--- src/rtl/lac_pkg.sv ---
package lac_pkg;
  localparam int RATE_W = 3;
  localparam int DIV_W  = 8;
  localparam int DLY_W  = 13;

  // cycles between samples for a rate code
  function automatic logic [DIV_W-1:0] rate_div(input logic [RATE_W-1:0] code);
    if (code == 3'd7) return DIV_W'(1);
    return DIV_W'(2 << code);
  endfunction
endpackage

--- src/rtl/lac_rate_gen.sv ---
module lac_rate_gen
  import lac_pkg::*;
(
  input  logic              clk,
  input  logic              rst,
  input  logic              run,
  input  logic [RATE_W-1:0] code,
  output logic              strobe
);
  logic [DIV_W-1:0] div_cnt;
  logic [DIV_W-1:0] div_len;

  assign div_len = rate_div(code);
  assign strobe  = run && (div_cnt == '0);

  always_ff @(posedge clk) begin
    if (rst || !run)                  div_cnt <= '0;
    else if (div_cnt == div_len - 1'b1) div_cnt <= '0;
    else                              div_cnt <= div_cnt + 1'b1;
  end
endmodule

--- src/rtl/lac_trig_det.sv ---
module lac_trig_det #(
  parameter int BUS_W = 32,
  localparam int SEL_W = $clog2(BUS_W)
) (
  input  logic             clk,
  input  logic             rst,
  input  logic [BUS_W-1:0] trig_bus,
  input  logic [SEL_W-1:0] sel,
  input  logic             manual,
  input  logic             man_bit,
  input  logic             fall_edge,
  output logic             hit
);
  logic src, src_q;

  assign src = manual ? man_bit : trig_bus[sel];

  always_ff @(posedge clk) begin
    if (rst) src_q <= 1'b0;
    else     src_q <= src;
  end

  always_comb begin
    if (!manual && fall_edge) hit = src_q && !src;
    else                      hit = src && !src_q;
  end


  edge_pol_chk: assert property (@(posedge clk) disable iff (rst)
    (hit && !manual) |-> (src_q == fall_edge));
endmodule

--- src/rtl/lac_delay_timer.sv ---
module lac_delay_timer
  import lac_pkg::*;
#(
  parameter int CLK_MHZ = 160,
  localparam int UW = (CLK_MHZ > 1) ? $clog2(CLK_MHZ) : 1
) (
  input  logic       clk,
  input  logic       rst,
  input  logic       run,
  input  logic [6:0] cnt,
  input  logic [2:0] unit,
  output logic       expire
);
  logic [UW-1:0]    us_cnt;
  logic [DLY_W-1:0] elapsed;
  logic [DLY_W-1:0] target;
  logic [2:0]       u_eff;
  logic             tick;

  assign u_eff  = (unit > 3'd6) ? 3'd6 : unit;
  assign target = DLY_W'(cnt) << u_eff;
  assign tick   = (us_cnt == UW'(CLK_MHZ - 1));
  assign expire = run && (elapsed == target);

  always_ff @(posedge clk) begin
    if (rst || !run) begin
      us_cnt  <= '0;
      elapsed <= '0;
    end else if (tick) begin
      us_cnt  <= '0;
      elapsed <= elapsed + 1'b1;
    end else begin
      us_cnt  <= us_cnt + 1'b1;
    end
  end


  elapsed_mono_chk: assert property (@(posedge clk) disable iff (rst)
    (run && $past(run)) |-> (elapsed >= $past(elapsed)));
endmodule

--- src/rtl/lac_capture.sv ---
module lac_capture
  import lac_pkg::*;
#(
  parameter int ADDR_W  = 13,
  parameter int SMP_W   = 64,
  parameter int BUS_W   = 32,
  parameter int CLK_MHZ = 160,
  localparam int SEL_W  = $clog2(BUS_W),
  localparam int DEPTH  = 2 ** ADDR_W
) (
  input  logic              clk,
  input  logic              rst,
  input  logic              cfg_en,
  input  logic              arm_set,
  input  logic              trig_mode,
  input  logic              trig_edge,
  input  logic [SEL_W-1:0]  trig_sel,
  input  logic              man_trig,
  input  logic [6:0]        dly_cnt,
  input  logic [2:0]        dly_unit,
  input  logic [RATE_W-1:0] rate_code,
  input  logic [BUS_W-1:0]  trig_bus,
  input  logic [SMP_W-1:0]  smp_data,
  output logic              mem_we,
  output logic [ADDR_W-1:0] mem_addr,
  output logic [SMP_W-1:0]  mem_wdata,
  output logic              busy,
  output logic              done,
  output logic [31:0]       status
);
  logic              strobe, hit, expire, trig_seen, wrap;
  logic [ADDR_W-1:0] wr_ptr, last_addr;
  logic [14:0]       fin_addr;

  assign fin_addr = 15'(last_addr);

  lac_rate_gen u_rate (
    .clk(clk), .rst(rst), .run(busy), .code(rate_code), .strobe(strobe)
  );

  lac_trig_det #(.BUS_W(BUS_W)) u_trig (
    .clk(clk), .rst(rst), .trig_bus(trig_bus), .sel(trig_sel),
    .manual(trig_mode), .man_bit(man_trig), .fall_edge(trig_edge), .hit(hit)
  );

  lac_delay_timer #(.CLK_MHZ(CLK_MHZ)) u_dly (
    .clk(clk), .rst(rst), .run(busy && trig_seen),
    .cnt(dly_cnt), .unit(dly_unit), .expire(expire)
  );

  always_ff @(posedge clk) begin
    if (rst) begin
      busy      <= 1'b0;
      done      <= 1'b0;
      trig_seen <= 1'b0;
      wrap      <= 1'b0;
      wr_ptr    <= '0;
      last_addr <= '0;
      mem_we    <= 1'b0;
      mem_addr  <= '0;
      mem_wdata <= '0;
      status    <= '0;
    end else begin
      mem_we <= 1'b0;
      done   <= 1'b0;
      if (!busy) begin
        if (arm_set && cfg_en) begin
          busy      <= 1'b1;
          trig_seen <= 1'b0;
          wrap      <= 1'b0;
          wr_ptr    <= '0;
          last_addr <= '0;
        end
      end else if (!cfg_en) begin
        busy <= 1'b0;
      end else if (expire) begin
        busy   <= 1'b0;
        done   <= 1'b1;
        status <= {wrap, fin_addr, 16'h0000};
      end else begin
        if (hit && !trig_seen) trig_seen <= 1'b1;
        if (strobe) begin
          mem_we    <= 1'b1;
          mem_addr  <= wr_ptr;
          mem_wdata <= smp_data;
          last_addr <= wr_ptr;
          wr_ptr    <= wr_ptr + 1'b1;
          if (wr_ptr == ADDR_W'(DEPTH - 1)) wrap <= 1'b1;
        end
      end
    end
  end


  arm_start_chk: assert property (@(posedge clk) disable iff (rst)
    (arm_set && cfg_en && !busy) |=> busy);

  trig_busy_chk: assert property (@(posedge clk) disable iff (rst)
    $rose(trig_seen) |-> busy);

  done_pulse_chk: assert property (@(posedge clk) disable iff (rst)
    done |=> !done);

  done_idle_chk: assert property (@(posedge clk) disable iff (rst)
    done |-> !busy);

  write_busy_chk: assert property (@(posedge clk) disable iff (rst)
    mem_we |-> busy);

  status_hold_chk: assert property (@(posedge clk) disable iff (rst)
    !$stable(status) |-> done);

  abort_chk: assert property (@(posedge clk) disable iff (rst)
    (busy && !cfg_en) |=> (!busy && !done));
endmodule

--- config.mk ---
export PLATFORM = sky130hd
export DESIGN_NAME = lac_capture
export DESIGN_NICKNAME = d
export VERILOG_FILES = /design/src/rtl/lac_pkg.sv /design/src/rtl/lac_rate_gen.sv /design/src/rtl/lac_trig_det.sv /design/src/rtl/lac_delay_timer.sv /design/src/rtl/lac_capture.sv
export SDC_FILE = /design/constraint.sdc
export NUM_CORES = 1
export LEC_CHECK = 0
export BUFFER_PORTS_ARGS = -buffer_cell sky130_fd_sc_hd__buf_2
export CORE_ASPECT_RATIO = 1.4
export CORE_MARGIN = 3
export CORE_UTILIZATION = 40
export DETAILED_ROUTE_END_ITERATION = 10
export GPL_ROUTABILITY_DRIVEN = 1
export HOLD_SLACK_MARGIN = 0.06
export PLACE_DENSITY_LB_ADDON = 0.05
export SYNTH_ARGS = -nofsm -noshare
export SYNTH_HDL_FRONTEND = slang
export SYNTH_SLANG_ARGS = --single-unit
--- constraint.sdc ---
create_clock -name clk -period 4.3 [get_ports clk]
set_input_delay 0.215 -clock clk [delete_from_list [all_inputs] [get_ports clk]]
set_output_delay 0.215 -clock clk [all_outputs]
set_load 0.05 [all_outputs]
==> impl_metrics.toml <==
[critical_path]
cp_top_family = "flip-flops"
path_common_cell = "buf_4"
end_kind = "flop"
crit_path_cell_trace = "o2111a_1 -> o311ai_0 -> nor4b_2 -> and4_1 -> buf_4 -> nor2_4 -> buf_4 -> o21ai_0"
cp.required_ns = 4.64
path_buf_inv = 2
arrival_ns = 3.16
slowest_delay_ns = 0.74
slowest_stage = "dfxtp_1"
start_kind = "flop"
critPathKind = "reg -> reg"
cp_max_fo = 77

[timing]
fin_skew_ns = 0.0123
tns_ns = 0
clock.fmax_ghz = 0.355
slew_headroom = 0.321
finalSetupViolations = 0
finalHoldViolCount = 0
tightest_slew_ns = 1.01
rsz0062_at_grt = "false"
min_period_ns = 2.82
hold_slack_ns = 0.0908
min_period_over_period = 0.656
final_max_slew_viol_count = 0

[logic_synthesis]
synthTopCellsByCount = "dfxtp_1, nand2_1, nand4_1, o21ai_0, clkbuf_1"
ys_ff_latch = 152
synth_fa_ha_area_frac = 0.00833
synth_top_area_frac = 0.405
synth-compound-area-share = 0.169
synth_area_leaders = "dfxtp_1, nand4_1, o21ai_0, nand2_1, mux4_2"
synth_mux_area_frac = 0.0571
yosys_warnings = 0
synth-edff-count = 0
syn_area_um2 = 7510
async_flop_share = 0
synth.most_common_cell = "dfxtp_1"
yosysUniqueCellTypes = 67
synth_xor_xnor_area_share = 0.0315
synthSimpleGateAreaFrac = 0.255
synthCells = 891
avgSynthCellArea_um2 = 8.43
yosysSeqAreaShare = 0.405
synth_top_family_by_area = "simple AND/OR/NAND/NOR gates"
yosysTopAreaCell = "dfxtp_1"
synth_flop_cell = "dfxtp_1"

[floorplan]
dieArea_um2 = 20500
rows = 58
die_width_um = 122
ioPinCount = 233
fp.coreArea_um2 = 18200
start_util = 0.412
die_y_um = 168

[placed_design]
dpl.hpwl_um = 14600
gp_congestion = 0.821
io_buffers = 214

[hold_path]
hold_class = "in -> reg"

[detailed_routing]
drt_iter0_drc = 411
vias_per_cell = 5.32
drt-total-wl_um = 21500
ant_nets = 0
drt-pass1-iter-count = 4
routedWlPerCell_um = 15.7
drc = 0
num_vias = 7292

[power_and_ir_drop]
p_leak_nw = 3.88
ir_worst_vdd_mv = 0.204
p_per_area_nw_per_um2 = 333

[clocking]
cts_sinks = 152
clk_path_buf_depth = 2
cts_root_buffer = "clkbuf_16"
cts_tree = "done"
numCtsBuffers = 17
insertion_delay_ns = 0.42
clk_pin_slew_ns = 0.07
postCtsSetupBuffers = 0
htreeDepth = 4

[final_layout]
postLayoutCoreUtil = 0.535
area.growth.synth_to_final_pct = 29.8
drive_above_1_share = 0.264
multi_input_area_um2 = 3990
seqCellArea_um2 = 3040
antenna_cells = 0
nNetsFinal = 1243
nFillCells = 1716

[global_routing]
grt_max_degree = 90
grt_pass1_wl_um = 33900
grt_pass1_vias = 6825
grt_overflow = 0
antenna_found_initial = 0
track_usage = 0.201

[outcome]
status = "finished clean"

[job]
max_cap_violations = 0
path summary, 6_finish.rpt:
check,cells after the start,endpoint,slack (ns),startpoint
worst max-delay path,8,mem_wdata[16],1.48,busy
worst min-delay path,3,mem_wdata[30],0.09,smp_data[30]
worst max register to register,8,mem_wdata[16],1.48,busy
worst min register to register,2,mem_wdata[56],0.45,mem_wdata[56]
cell type report:
| cell class | count | share of cell area |
|---|---|---|
| clock inverters | 14 | 0.0130 |
| clock buffers | 18 | 0.0440 |
| inverters | 15 | 0.00603 |
| well taps | 240 | 0.0308 |
| flip-flops and latches | 152 | 0.312 |
| repair buffers | 287 | 0.185 |
| multi-input cells | 644 | 0.409 |
worst reg2reg max path, cell delays in order (launching register included):
cell and delay (ns):
dfxtp_1 0.74, o2111a_1 0.27, o311ai_0 0.18, nor4b_2 0.29, and4_1 0.30, buf_4 0.27
nor2_4 0.04, buf_4 0.32, o21ai_0 0.32
metrics by stage:
| step | power, mW | instances | setup slack (ns) | instance area [µm²] |
|---|---|---|---|---|
| 2_1_floorplan | 1.73 | 908 | 1.85 | 7580 |
| 3_3_place_gp | 1.83 | 1275 | 1.16 | 8560 |
| 3_5_place_dp | 1.82 | 1275 | 1.15 | 8560 |
| 4_1_cts | 3.29 | 1370 | 1.49 | 9750 |
| 5_1_grt | 3.37 | 1370 | 1.20 | 9750 |
| 6_report | 3.25 | 1370 | 1.48 | 9750 |
metal layers:
layer / share of wire / GRT usage / vias up / routed length [µm]
met1: 0.41 / 0.236 / 3393 / 8860
met3: 0.050 / 0.0413 / 30 / 1080
met5: 0 / 0 / - / 0
li1: - / - / 3682 / -
met2: 0.52 / 0.359 / 187 / 11100
met4: 0.022 / 0.0751 / 0 / 471
registers in the layout, indices dropped and copies added, names as in the netlist:
name	flops
busy	1
done	1
last_addr	13
mem_addr	13
mem_wdata	64
mem_we	1
status	14
trig_seen	1
u_dly.elapsed	13
u_dly.us_cnt	8
u_rate.div_cnt	8
u_trig.src_q	1
wr_ptr	13
wrap	1
report_power, final:
group / switching [mW] / internal (mW)
registers: 0.0115 / 1.43
logic: 0.249 / 0.154
clock network: 0.648 / 0.762
total: 0.909 / 2.34
cells by family (layout without fill, tap and decap cells):
logic type	Yosys count	after routing
other cells	1	18
mux	28	28
xor+xnor	27	27
fa+ha+maj	5	5
simple gates	364	364
flops	152	152
buf+inv	112	334
compound gates	202	202
repair_timing:
item | CTS | global route
hold buffers | 63 | 0
hold endpoints to repair | 63 | 0
gates resized for setup | 0 | 0
cells in the final DEF, fill, tap and decap left out, types with 6 or more instances in the layout:
cell,netlist,routed
buf_2,10,214
dfxtp_1,152,152
nand2_1,114,114
nand4_1,104,104
o21ai_0,99,99
dlygate4sd3_1,0,63
nor2_1,49,48
a21oi_1,36,36
nand3_1,21,21
conb_1,1,18
clkbuf_16,0,17
xor2_1,15,15
inv_1,14,14
xnor2_1,12,12
mux2i_1,11,11
and3_1,11,11
or4_1,11,11
mux4_2,11,11
o31ai_2,10,10
nand2b_1,9,9
o31ai_1,9,9
buf_4,23,8
nor3_1,7,7
nor2b_1,6,6
a31oi_1,6,6
inv_6,0,6
Power figures use the tool's default switching activity.
